**config.mk**
```make
export PLATFORM = sky130hd
export DESIGN_NAME = eccmem_csr
export DESIGN_NICKNAME = d
export VERILOG_FILES = /design/src/rtl/eccmem_csr_pkg.sv /design/src/rtl/eccmem_csr_decode.sv /design/src/rtl/eccmem_csr_log.sv /design/src/rtl/eccmem_csr_view.sv /design/src/rtl/eccmem_csr.sv
export SDC_FILE = /design/constraint.sdc
export NUM_CORES = 1
export LEC_CHECK = 0
export BUFFER_PORTS_ARGS = -buffer_cell sky130_fd_sc_hd__buf_2
export CAP_MARGIN = 20
export CORE_MARGIN = 1
export CORE_UTILIZATION = 41
export DETAILED_ROUTE_END_ITERATION = 8
export HOLD_SLACK_MARGIN = 0.15
export PLACE_DENSITY = 0.68
export SLEW_MARGIN = 20
export SYNTH_ARGS = -nofsm -noshare
export SYNTH_HDL_FRONTEND = slang
export SYNTH_SLANG_ARGS = --single-unit
export TNS_END_PERCENT = 10
```
**constraint.sdc**
```tcl
create_clock -name clk -period 2 [get_ports clk]
set_clock_uncertainty 0.05 [all_clocks]
set_input_delay 0.3 -clock clk [delete_from_list [all_inputs] [get_ports clk]]
set_output_delay 0.3 -clock clk [all_outputs]
set_load 0.1 [all_outputs]
```
**src/rtl/eccmem_csr_pkg.sv**
```systemverilog
package eccmem_csr_pkg;

  localparam int CSR_W   = 16;
  localparam int FIELD_W = 7;

  // Bit positions in the register image
  localparam int B_PBE      = 0;
  localparam int B_CORR_OFF = 1;
  localparam int B_DIAG     = 2;
  localparam int B_REGION   = 3;
  localparam int B_SBE      = 4;
  localparam int B_FIELD_LO = 5;
  localparam int B_FIELD_HI = B_FIELD_LO + FIELD_W - 1;
  localparam int B_ZERO     = 12;
  localparam int B_PROT     = 13;
  localparam int B_HISEL    = 14;
  localparam int B_UE       = 15;

  // Bits that are cleared by init
  typedef struct packed {
    logic ue;
    logic hi_sel;
    logic prot_en;
    logic sbe;
    logic region;
    logic diag;
    logic corr_off;
    logic pbe_en;
  } ctrl_t;

  typedef enum logic [1:0] {
    VIEW_WR     = 2'd0,
    VIEW_LOG_LO = 2'd1,
    VIEW_LOG_HI = 2'd2,
    VIEW_DIAG   = 2'd3
  } view_e;

endpackage

```
**src/rtl/eccmem_csr_decode.sv**
```systemverilog
module eccmem_csr_decode
  import eccmem_csr_pkg::*;
#(
  parameter int ADDR_W     = 22,
  parameter int NARROW_W   = 18,
  parameter int REGION_LSB = 15
) (
  input  logic                                  wide_bus,
  input  logic [ADDR_W-NARROW_W+FIELD_W-1:0]    err_addr,
  input  logic                                  prot_en,
  input  logic                                  region_sel,
  input  logic                                  corr_off,
  input  logic                                  diag_on,
  input  logic                                  err_single,
  input  logic                                  err_double,
  output logic [ADDR_W-NARROW_W+FIELD_W-1:0]    addr_eff,
  output logic                                  prot_hit,
  output logic                                  eff_corr_off,
  output logic                                  eff_diag,
  output logic                                  uncorr,
  output logic                                  sgl_only
);

  localparam int LOG_LSB = NARROW_W - FIELD_W;
  localparam int LOG_W   = ADDR_W - LOG_LSB;
  localparam int HI_W    = ADDR_W - NARROW_W;
  localparam int IDX_LO  = REGION_LSB - LOG_LSB;
  localparam int IDX_W   = LOG_W - IDX_LO;

  logic [IDX_W-1:0] region_idx;

  // Upper address bits are only meaningful on the wide bus
  generate
    if (HI_W > 0) begin : g_mask
      always_comb begin
        addr_eff = err_addr;
        if (!wide_bus) addr_eff[LOG_W-1 -: HI_W] = '0;
      end
    end else begin : g_pass
      logic unused_wide;
      assign unused_wide = wide_bus;
      assign addr_eff    = err_addr;
    end
  endgenerate

  assign region_idx   = addr_eff[LOG_W-1:IDX_LO];
  assign prot_hit     = prot_en && (region_idx == IDX_W'(region_sel));
  assign eff_corr_off = corr_off && !prot_hit;
  assign eff_diag     = diag_on && !prot_hit;
  assign sgl_only     = err_single && !err_double;
  assign uncorr       = err_double || (sgl_only && eff_corr_off);

endmodule

```
**src/rtl/eccmem_csr_log.sv**
```systemverilog
module eccmem_csr_log
  import eccmem_csr_pkg::*;
#(
  parameter int LOG_W = 11
) (
  input  logic               clk,
  input  logic               rst_n,
  input  logic               wr_en,
  input  logic [FIELD_W-1:0] wr_field,
  input  logic               log_en,
  input  logic [LOG_W-1:0]   log_addr,
  input  logic               diag_ld,
  input  logic [FIELD_W-1:0] chk_bits,
  output logic [FIELD_W-1:0] wr_field_q,
  output logic [LOG_W-1:0]   log_q,
  output logic [FIELD_W-1:0] diag_q,
  output logic               diag_vld_q
);

  logic [FIELD_W-1:0] wr_field_d;
  logic [LOG_W-1:0]   log_d;
  logic [FIELD_W-1:0] diag_d;
  logic               diag_vld_d;
  logic               diag_we;

  always_comb begin
    wr_field_d = wr_en  ? wr_field : wr_field_q;
    log_d      = log_en ? log_addr : log_q;
    diag_d     = diag_ld ? chk_bits : diag_q;
    diag_vld_d = diag_vld_q;
    if (wr_en)   diag_vld_d = 1'b0;
    if (diag_ld) diag_vld_d = 1'b1;
  end

  assign diag_we = wr_en || diag_ld;

  always_ff @(posedge clk or negedge rst_n) begin
    if (!rst_n) begin
      wr_field_q <= '0;
      log_q      <= '0;
      diag_q     <= '0;
      diag_vld_q <= 1'b0;
    end else begin
      if (wr_en)   wr_field_q <= wr_field_d;
      if (log_en)  log_q      <= log_d;
      if (diag_ld) diag_q     <= diag_d;
      if (diag_we) diag_vld_q <= diag_vld_d;
    end
  end

endmodule

```
**src/rtl/eccmem_csr_view.sv**
```systemverilog
module eccmem_csr_view
  import eccmem_csr_pkg::*;
#(
  parameter int LOG_W = 11,
  parameter int HI_W  = 4
) (
  input  ctrl_t              ctrl,
  input  logic               wide_bus,
  input  logic [FIELD_W-1:0] wr_field_q,
  input  logic [LOG_W-1:0]   log_q,
  input  logic [FIELD_W-1:0] diag_q,
  input  logic               diag_vld_q,
  output logic [CSR_W-1:0]   rd_data
);

  localparam int LO_W = LOG_W - HI_W;

  view_e              sel;
  logic               hi_eff;
  logic [FIELD_W-1:0] field;

  assign hi_eff = ctrl.hi_sel && wide_bus;

  always_comb begin
    if (ctrl.diag)
      sel = diag_vld_q ? VIEW_DIAG : VIEW_WR;
    else if (ctrl.ue || hi_eff || ctrl.sbe)
      sel = hi_eff ? VIEW_LOG_HI : VIEW_LOG_LO;
    else
      sel = VIEW_WR;
  end

  always_comb begin
    unique case (sel)
      VIEW_LOG_LO: field = FIELD_W'(log_q[LO_W-1:0]);
      VIEW_LOG_HI: field = FIELD_W'(log_q[LOG_W-1 -: HI_W]);
      VIEW_DIAG:   field = diag_q;
      default:     field = wr_field_q;
    endcase
  end

  always_comb begin
    rd_data                        = '0;
    rd_data[B_PBE]                 = ctrl.pbe_en;
    rd_data[B_CORR_OFF]            = ctrl.corr_off;
    rd_data[B_DIAG]                = ctrl.diag;
    rd_data[B_REGION]              = ctrl.region;
    rd_data[B_SBE]                 = ctrl.sbe;
    rd_data[B_FIELD_HI:B_FIELD_LO] = field;
    rd_data[B_PROT]                = ctrl.prot_en;
    rd_data[B_HISEL]               = hi_eff;
    rd_data[B_UE]                  = ctrl.ue;
  end

endmodule

```
**src/rtl/eccmem_csr.sv**
```systemverilog
module eccmem_csr
  import eccmem_csr_pkg::*;
#(
  parameter int ADDR_W     = 22,
  parameter int NARROW_W   = 18,
  parameter int REGION_LSB = 15
) (
  input  logic                                clk,
  input  logic                                rst_n,
  input  logic                                wide_bus,
  input  logic                                init_clr,
  input  logic                                wr_en,
  input  logic [CSR_W-1:0]                    wr_data,
  output logic [CSR_W-1:0]                    rd_data,
  input  logic                                rd_valid,
  input  logic [ADDR_W-NARROW_W+FIELD_W-1:0]  err_addr,
  input  logic                                err_single,
  input  logic                                err_double,
  input  logic [FIELD_W-1:0]                  chk_bits,
  output logic                                par_err,
  output logic                                prot_hit,
  output logic                                eff_corr_off,
  output logic                                eff_diag
);

  localparam int LOG_LSB = NARROW_W - FIELD_W;
  localparam int LOG_W   = ADDR_W - LOG_LSB;
  localparam int HI_W    = ADDR_W - NARROW_W;

  // Reset synchronizer: asynchronous assert, synchronous release
  logic [1:0] rst_pipe;
  logic       rst_sync_n;

  always_ff @(posedge clk or negedge rst_n) begin
    if (!rst_n) rst_pipe <= 2'b00;
    else        rst_pipe <= {rst_pipe[0], 1'b1};
  end
  assign rst_sync_n = rst_pipe[1];

  ctrl_t            ctrl_q, ctrl_d;
  logic             ctrl_we;
  logic [LOG_W-1:0] addr_eff;
  logic             uncorr, sgl_only;
  logic             log_en, diag_ld;
  logic [FIELD_W-1:0] wr_field_q, diag_q;
  logic [LOG_W-1:0]   log_q;
  logic               diag_vld_q;
  logic               unused_zero_bit;

  assign unused_zero_bit = wr_data[B_ZERO];

  eccmem_csr_decode #(
    .ADDR_W(ADDR_W), .NARROW_W(NARROW_W), .REGION_LSB(REGION_LSB)
  ) u_decode (
    .wide_bus    (wide_bus),
    .err_addr    (err_addr),
    .prot_en     (ctrl_q.prot_en),
    .region_sel  (ctrl_q.region),
    .corr_off    (ctrl_q.corr_off),
    .diag_on     (ctrl_q.diag),
    .err_single  (err_single),
    .err_double  (err_double),
    .addr_eff    (addr_eff),
    .prot_hit    (prot_hit),
    .eff_corr_off(eff_corr_off),
    .eff_diag    (eff_diag),
    .uncorr      (uncorr),
    .sgl_only    (sgl_only)
  );

  // Control and flag next state: write, then events, then init on top
  always_comb begin
    ctrl_d = ctrl_q;
    if (wr_en) begin
      ctrl_d.pbe_en   = wr_data[B_PBE];
      ctrl_d.corr_off = wr_data[B_CORR_OFF];
      ctrl_d.diag     = wr_data[B_DIAG];
      ctrl_d.region   = wr_data[B_REGION];
      ctrl_d.sbe      = wr_data[B_SBE];
      ctrl_d.prot_en  = wr_data[B_PROT];
      ctrl_d.hi_sel   = wr_data[B_HISEL] && wide_bus;
      ctrl_d.ue       = wr_data[B_UE];
    end
    if (rd_valid) begin
      if (sgl_only) ctrl_d.sbe = 1'b1;
      if (uncorr)   ctrl_d.ue  = 1'b1;
    end
    if (init_clr) ctrl_d = '0;
  end

  assign ctrl_we = wr_en || rd_valid || init_clr;

  always_ff @(posedge clk or negedge rst_sync_n) begin
    if (!rst_sync_n)  ctrl_q <= '0;
    else if (ctrl_we) ctrl_q <= ctrl_d;
  end

  // A latched uncorrectable error shields the log from correctable ones
  assign log_en  = rd_valid && (uncorr || (sgl_only && !ctrl_q.ue));
  assign diag_ld = rd_valid && eff_diag;
  assign par_err = rd_valid && ctrl_q.pbe_en && uncorr;

  eccmem_csr_log #(.LOG_W(LOG_W)) u_log (
    .clk       (clk),
    .rst_n     (rst_sync_n),
    .wr_en     (wr_en),
    .wr_field  (wr_data[B_FIELD_HI:B_FIELD_LO]),
    .log_en    (log_en),
    .log_addr  (addr_eff),
    .diag_ld   (diag_ld),
    .chk_bits  (chk_bits),
    .wr_field_q(wr_field_q),
    .log_q     (log_q),
    .diag_q    (diag_q),
    .diag_vld_q(diag_vld_q)
  );

  eccmem_csr_view #(.LOG_W(LOG_W), .HI_W(HI_W)) u_view (
    .ctrl      (ctrl_q),
    .wide_bus  (wide_bus),
    .wr_field_q(wr_field_q),
    .log_q     (log_q),
    .diag_q    (diag_q),
    .diag_vld_q(diag_vld_q),
    .rd_data   (rd_data)
  );

endmodule

```
==> qor.yml, run 1 <==
cells_and_area:
  area.growth.synth_to_final_pct: 41.6
  layout-drive-gt1-share: 0.539
  fin_cells: 269
  nNetsFinal: 260
  fill_cells: 335
  diodes: 0
  final_util: 0.618
logic_synthesis:
  yosys-top-cells-area: "dfrtp_1, mux2_4, mux2i_1, a222oi_1, buf_4"
  ys_ff_latch: 36
  syn_area_sq_um: 1780
  synth.distinct_cells: 34
  synth.top_cell.area_share: 0.506
  yosysTopAreaCell: "dfrtp_1"
  yosys_warnings: 0
  syn_avg_cell_area_sq_um: 11.8
  synth_fp_nets: 193
  yosysSeqAreaShare: 0.506
  syn_inst: 151
sta:
  drv_slew: 0
  fmax_mhz: 446
  worst_slew_pin_slew_ps: 562
  setup_viol: 7
  fin_crit_sh: 1.12
  timing.setup.tns_ps: -1420
  slew_headroom: 0.626
  hold_violations: 0
  fin_hold_ws_ps: 178
  rsz0062_at_grt: "yes"
  finalWorstSetupSlack_ps: -243
  fin_crit_ps: 2240
grt:
  antenna_found_initial: 0
  grtUsageTotal: 0.216
  grt_pass1_wl_um: 7070
  grt_pass1_vias: 1413
  grt_max_degree: 35
  grt-ovfl-total: 0
routing:
  drt-initial-drc-count: 88
  wire_per_inst_um: 16.3
  drc: 0
  post_drt_via_cell_ratio: 5.16
  ant_nets: 0
  postRouteWirelength_um: 4380
  firstDrtPassIters: 5
  vias: 1388
placement:
  hpwl_um: 3270
  gp_congestion: 0.791
  placed_cells: 257
  portBuffers: 59
  dp_slack_ps: -361
status:
  outcome: "complete, but fails checks"
  violations: "negative setup slack"
floorplanning:
  die_w_um: 67.9
  start_util: 0.436
  num_rows: 23
  die_y_um: 67.9
  num_io_pins: 62
  coreArea_sq_um: 4090
  die_area_sq_um: 4610
clock_network:
  clock_path_buffers: 2
  cts-root-buf: "clkbuf_8"
  path_clk_slew_ps: 70
  cts_tree: "yes"
  htreeDepth: 2
  clk-insertion-delay-late_ps: 290
  cts_buffers: 5
  clock_sinks: 36
setup_path:
  critPathKind: "reg2out"
  end_kind: "primary output"
  cp-start-kind: "flip-flop"
  required_ps: 1650
  cp_max_fo: 7
  cp.arrival_ps: 1890
power_and_ir_drop:
  peakVddDrop_uv: 534
  p_per_area_nw_per_um2: 885
  p_leak_uw: 0.00126
run:
  maxCapViolCount: 0
min_path:
  min_path_type: "in2reg"
-- timing repair --
item                                    CTS  global route
hold buffers                              1             0
endpoints found under the setup margin    9             9
pin swaps                                 2             4
setup buffers                             1             2
hold endpoints to repair                  2             0
gates resized for setup                   8             5
-- stage by stage --
step / cell area [sq um] / power (uW)
after global routing: 2520 / 2340
after global placement: 2360 / 1670
after floorplan: 1880 / 1440
final: 2520 / 2230
after CTS: 2500 / 2240
after detailed placement: 2360 / 1700
-- synth_stat cells --
library cell,count
a211o_1,1
a211oi_1,1
a21o_1,1
a21oi_1,3
a21oi_2,1
a222oi_1,7
a22o_2,5
a31oi_1,2
and2_1,3
and3_1,1
and3b_1,1
buf_1,3
buf_4,9
buf_6,2
clkbuf_1,1
conb_1,2
dfrtp_1,36
inv_1,12
mux2_2,4
mux2_4,11
mux2i_1,11
nand2_1,7
nand2b_1,2
nand3_1,2
nand3b_1,1
nor2_1,9
nor2b_1,1
nor3_1,2
nor3b_1,1
o21ai_0,5
o221ai_2,1
o22a_2,1
o41ai_2,1
xnor2_1,1
-- layer usage --
layer | part of all wire | global-route usage
met1 | 0.40 | 0.254
met2 | 0.52 | 0.376
met3 | 0.066 | 0.0600
met4 | 0.013 | 0.0729
met5 | 0 | 0
-- critical path: stages, from the launching register on --
cell     delay [ps]
dfrtp_1         400
buf_6           130
a211o_1         270
a21oi_2         180
buf_12          160
mux2i_4         260
buf_12          200
-- kinds of logic after synthesis --
family / Yosys count / synth area share
compound gates: 29 / 0.138
mux: 26 / 0.180
buf+inv: 27 / 0.0843
other cells: 2 / 0.00422
simple gates: 30 / 0.0829
flops: 36 / 0.506
xor+xnor: 1 / 0.00492
-- area by class of cell --
class                           count  area, sq um  share of cell area
Multi-Input combinational cell     88          853               0.338
Sequential cell                    36          901               0.357
Timing Repair Buffer               75          572               0.227
Clock buffer                        8         90.1              0.0357
Tap cell                           50         62.6              0.0248
Inverter                           12         45.0              0.0178
-- sequential cells by signal, indices dropped and copies added (netlist names) --
signal	flops
u_log.log_q	11
ctrl_q	8
u_log.diag_q	7
u_log.wr_field_q	7
rst_pipe	2
u_log.diag_vld_q	1
-- path summary, 6_finish.rpt --
check / from / end / slack, ps / cells after the start
min in group asynchronous: rst_pipe[1] / ctrl_q[1] / 210 / 1
max in group asynchronous: rst_pipe[1] / u_log.log_q[3] / 1380 / 1
worst min register to register: rst_pipe[1] / ctrl_q[1] / 210 / 1
worst max-delay path: ctrl_q[4] / rd_data[8] / -240 / 6
worst min-delay path: wr_data[7] / u_log.wr_field_q[2] / 180 / 3
worst max register to register: ctrl_q[3] / u_log.diag_q[4] / 220 / 4
-- cells in the final DEF, fill, tap and decap left out, types with 2 or more instances in the layout --
cell type  synthesis  routed
nor2_2             0       2
mux2_2             4       4
a21oi_1            3       3
buf_12             0      10
o21ai_0            5       4
nand3_1            2       2
a222oi_1           7       7
mux2_4            11      11
and2_4             0       3
conb_1             2       2
nand2_1            7       7
dfrtp_1           36      36
mux2i_1           11       7
buf_4              9      13
buf_2              0      49
nor2_1             9       7
a22o_2             5       5
mux2i_4            0       4
nand2b_1           2       2
clkbuf_1           1       2
clkbuf_8           0       6
inv_1             12      12
-- power by group --
group / total [uW] / internal (uW) / switching, uW
Clock: 533 / 281 / 253
Sequential: 880 / 821 / 58.7
Combinational: 821 / 340 / 481
Total: 2230 / 1440 / 792
Note: power is estimated with default switching activity, not from simulation.
==> run 2, diff against run 1 <==
- RECOVER_POWER: default -> 50
==> run 2 against run 1 <==
  * The run still ends with negative setup slack left
  * Power barely moved
  * Setup slack improved by 0.92 ps
  * Wire length fell by 0.14%
  * Combinational power barely moved
  * Critical endpoint is now rd_data[6]
  * Critical path depth did not move
  * Clock power barely moved
  * Final area fell by 0.15%
==> qor.yml, run 2 (synthesis results as in run 1) <==
setup_path:
  critPathKind: "reg2out"  # unchanged
  cp_max_fo: 7  # unchanged
  reg2reg_slack_ps: 230  # was 220 ps
  cp_num_buf_inv: 3  # unchanged
  end_kind: "primary output"  # unchanged
  slowest_delay_ps: 400  # about the same
  critPathTopFamily: "buffers and inverters"  # unchanged
  path_depth: 6  # unchanged
  path_cells: "buf_6 > a211o_1 > a21oi_2 > buf_12 > mux2i_4 > buf_12"  # unchanged
  required_ps: 1650  # about the same
  cp.arrival_ps: 1890  # about the same
  slowest_stage: "dfrtp_1"  # unchanged
  cp-start-kind: "flip-flop"  # unchanged
  crit_path_frequent_cell: "buf_12"  # unchanged
  reg2regPathDepth: 4  # unchanged
routing:
  ant_nets: 0  # unchanged
  drt-initial-drc-count: 88  # unchanged
  post_drt_via_cell_ratio: 5.14  # was 5.16
  firstDrtPassIters: 4  # was 5
  vias: 1384  # was 1388
  wire_per_inst_um: 16.3  # about the same
  postRouteWirelength_um: 4380  # about the same
  drc: 0  # unchanged
cells_and_area:
  layout-drive-gt1-share: 0.534  # was 0.539
  fill_cells: 335  # unchanged
  area.growth.synth_to_final_pct: 41.4  # was 41.6%
  nNetsFinal: 260  # unchanged
  final_common_cell: "buf_2"  # unchanged
  diodes: 0  # unchanged
  top_regs: "u_log.log_q x11, ctrl_q x8"  # unchanged
  fin_cells: 269  # unchanged
  largest_register: "u_log.log_q"  # unchanged
  largest_reg_flops: 11  # unchanged
  mostFrequentLayoutCells: "buf_2, dfrtp_1, inv_1, buf_4, mux2_4"  # was buf_2, dfrtp_1, buf_4
floorplanning:
  die_area_sq_um: 4610  # unchanged
  start_util: 0.436  # unchanged
  coreArea_sq_um: 4090  # unchanged
  num_io_pins: 62  # unchanged
  num_rows: 23  # unchanged
  die_w_um: 67.9  # unchanged
  die_y_um: 67.9  # unchanged
status:
  violations: "negative setup slack"  # unchanged
  outcome: "complete, but fails checks"  # unchanged
power_and_ir_drop:
  p_leak_uw: 0.00125  # was 0.00126 uW
  p_per_area_nw_per_um2: 886  # was 885 nW/um^2
  peakVddDrop_uv: 534  # about the same
placement:
  gp_congestion: 0.791  # unchanged
  hpwl_um: 3270  # unchanged
  placed_cells: 257  # unchanged
  portBuffers: 59  # unchanged
  dp_slack_ps: -361  # unchanged
sta:
  fin_crit_sh: 1.12  # about the same
  fin_hold_ws_ps: 179  # was 178 ps
  drv_slew: 0  # unchanged
  fin_crit_ps: 2240  # about the same
  setup_viol: 7  # unchanged
  rsz0062_at_grt: "yes"  # unchanged
  slew_headroom: 0.450  # was 0.626
  hold_violations: 0  # unchanged
  worst_slew_pin_slew_ps: 824  # was 562 ps
  fmax_mhz: 446  # about the same
  finalWorstSetupSlack_ps: -242  # was -243 ps
grt:
  grt_max_degree: 35  # unchanged
  antenna_found_initial: 0  # unchanged
  grt_pass1_wl_um: 7070  # unchanged
  grtUsageTotal: 0.216  # unchanged
  grt_pass1_vias: 1413  # unchanged
  grt-ovfl-total: 0  # unchanged
clock_network:
  cts_buffers: 5  # unchanged
  clock_path_buffers: 2  # unchanged
  clk-insertion-delay-late_ps: 290  # about the same
  htreeDepth: 2  # unchanged
  cts_tree: "yes"  # unchanged
  clock_sinks: 36  # unchanged
  cts-root-buf: "clkbuf_8"  # unchanged
  path_clk_slew_ps: 70  # about the same
min_path:
  hold_depth: 3  # unchanged
  min_path_type: "in2reg"  # unchanged
run:
  maxCapViolCount: 0  # unchanged
run 2: worst min-delay path: cells and delay by family:
| kind | cells | cell delay [ps] |
|---|---|---|
| AOI/OAI and AO/OA | 1 | 60 |
| buffers and inverters | 1 | 80 |
| and+or+nand+nor | 1 | 40 |
run 2: per-layer routing:
metal | up-vias | GRT usage | wire length (um)
met5 | - | 0 | 0
met4 | 0 | 0.0729 | 55
met3 | 6 | 0.0600 | 286
met2 | 53 | 0.376 | 2290
met1 | 668 | 0.254 | 1750
li1 | 657 | - | -
run 2: power breakdown:
part	leakage, uW	switching, uW	internal [uW]
clock network	0.0000455	252	281
logic	0.000762	481	339
registers	0.000445	58.8	821
total	0.00125	792	1440
run 2: repair_timing:
item	4_1_cts	5_1_grt
setup buffers	1	2
resized for setup	8	5
hold buffers	1	0
endpoints found under the hold margin	2	0
setup endpoints to repair	9	9
pin swaps	2	4
run 2: layout make-up:
type / count / area, sq um / area share
clock buffers: 8 / 90.1 / 0.0357
inverters: 12 / 45.0 / 0.0179
multi-input cells: 88 / 853 / 0.339
flip-flops and latches: 36 / 901 / 0.357
well taps: 50 / 62.6 / 0.0248
repair buffers: 75 / 568 / 0.225
run 2: path summary, 6_finish.rpt:
check | start | endpoint
max | ctrl_q[4] | rd_data[6]
min | wr_data[7] | u_log.wr_field_q[2]
max reg2reg | ctrl_q[3] | u_log.diag_q[4]
min reg2reg | rst_pipe[0] | rst_pipe[1]
max in group asynchronous | rst_pipe[1] | u_log.log_q[3]
min in group asynchronous | rst_n | rst_pipe[0]
run 2: metrics by stage:
step / TNS, ps / cell area, sq um / utilization / power (uW)
2_1_floorplan: -3160 / 1880 / - / 1440
3_3_place_gp: -1570 / 2360 / 0.578 / 1670
3_5_place_dp: -2140 / 2360 / 0.578 / 1700
4_1_cts: -1520 / 2500 / 0.611 / 2240
5_1_grt: -2010 / 2520 / 0.617 / 2340
6_report: -1410 / 2520 / 0.617 / 2230
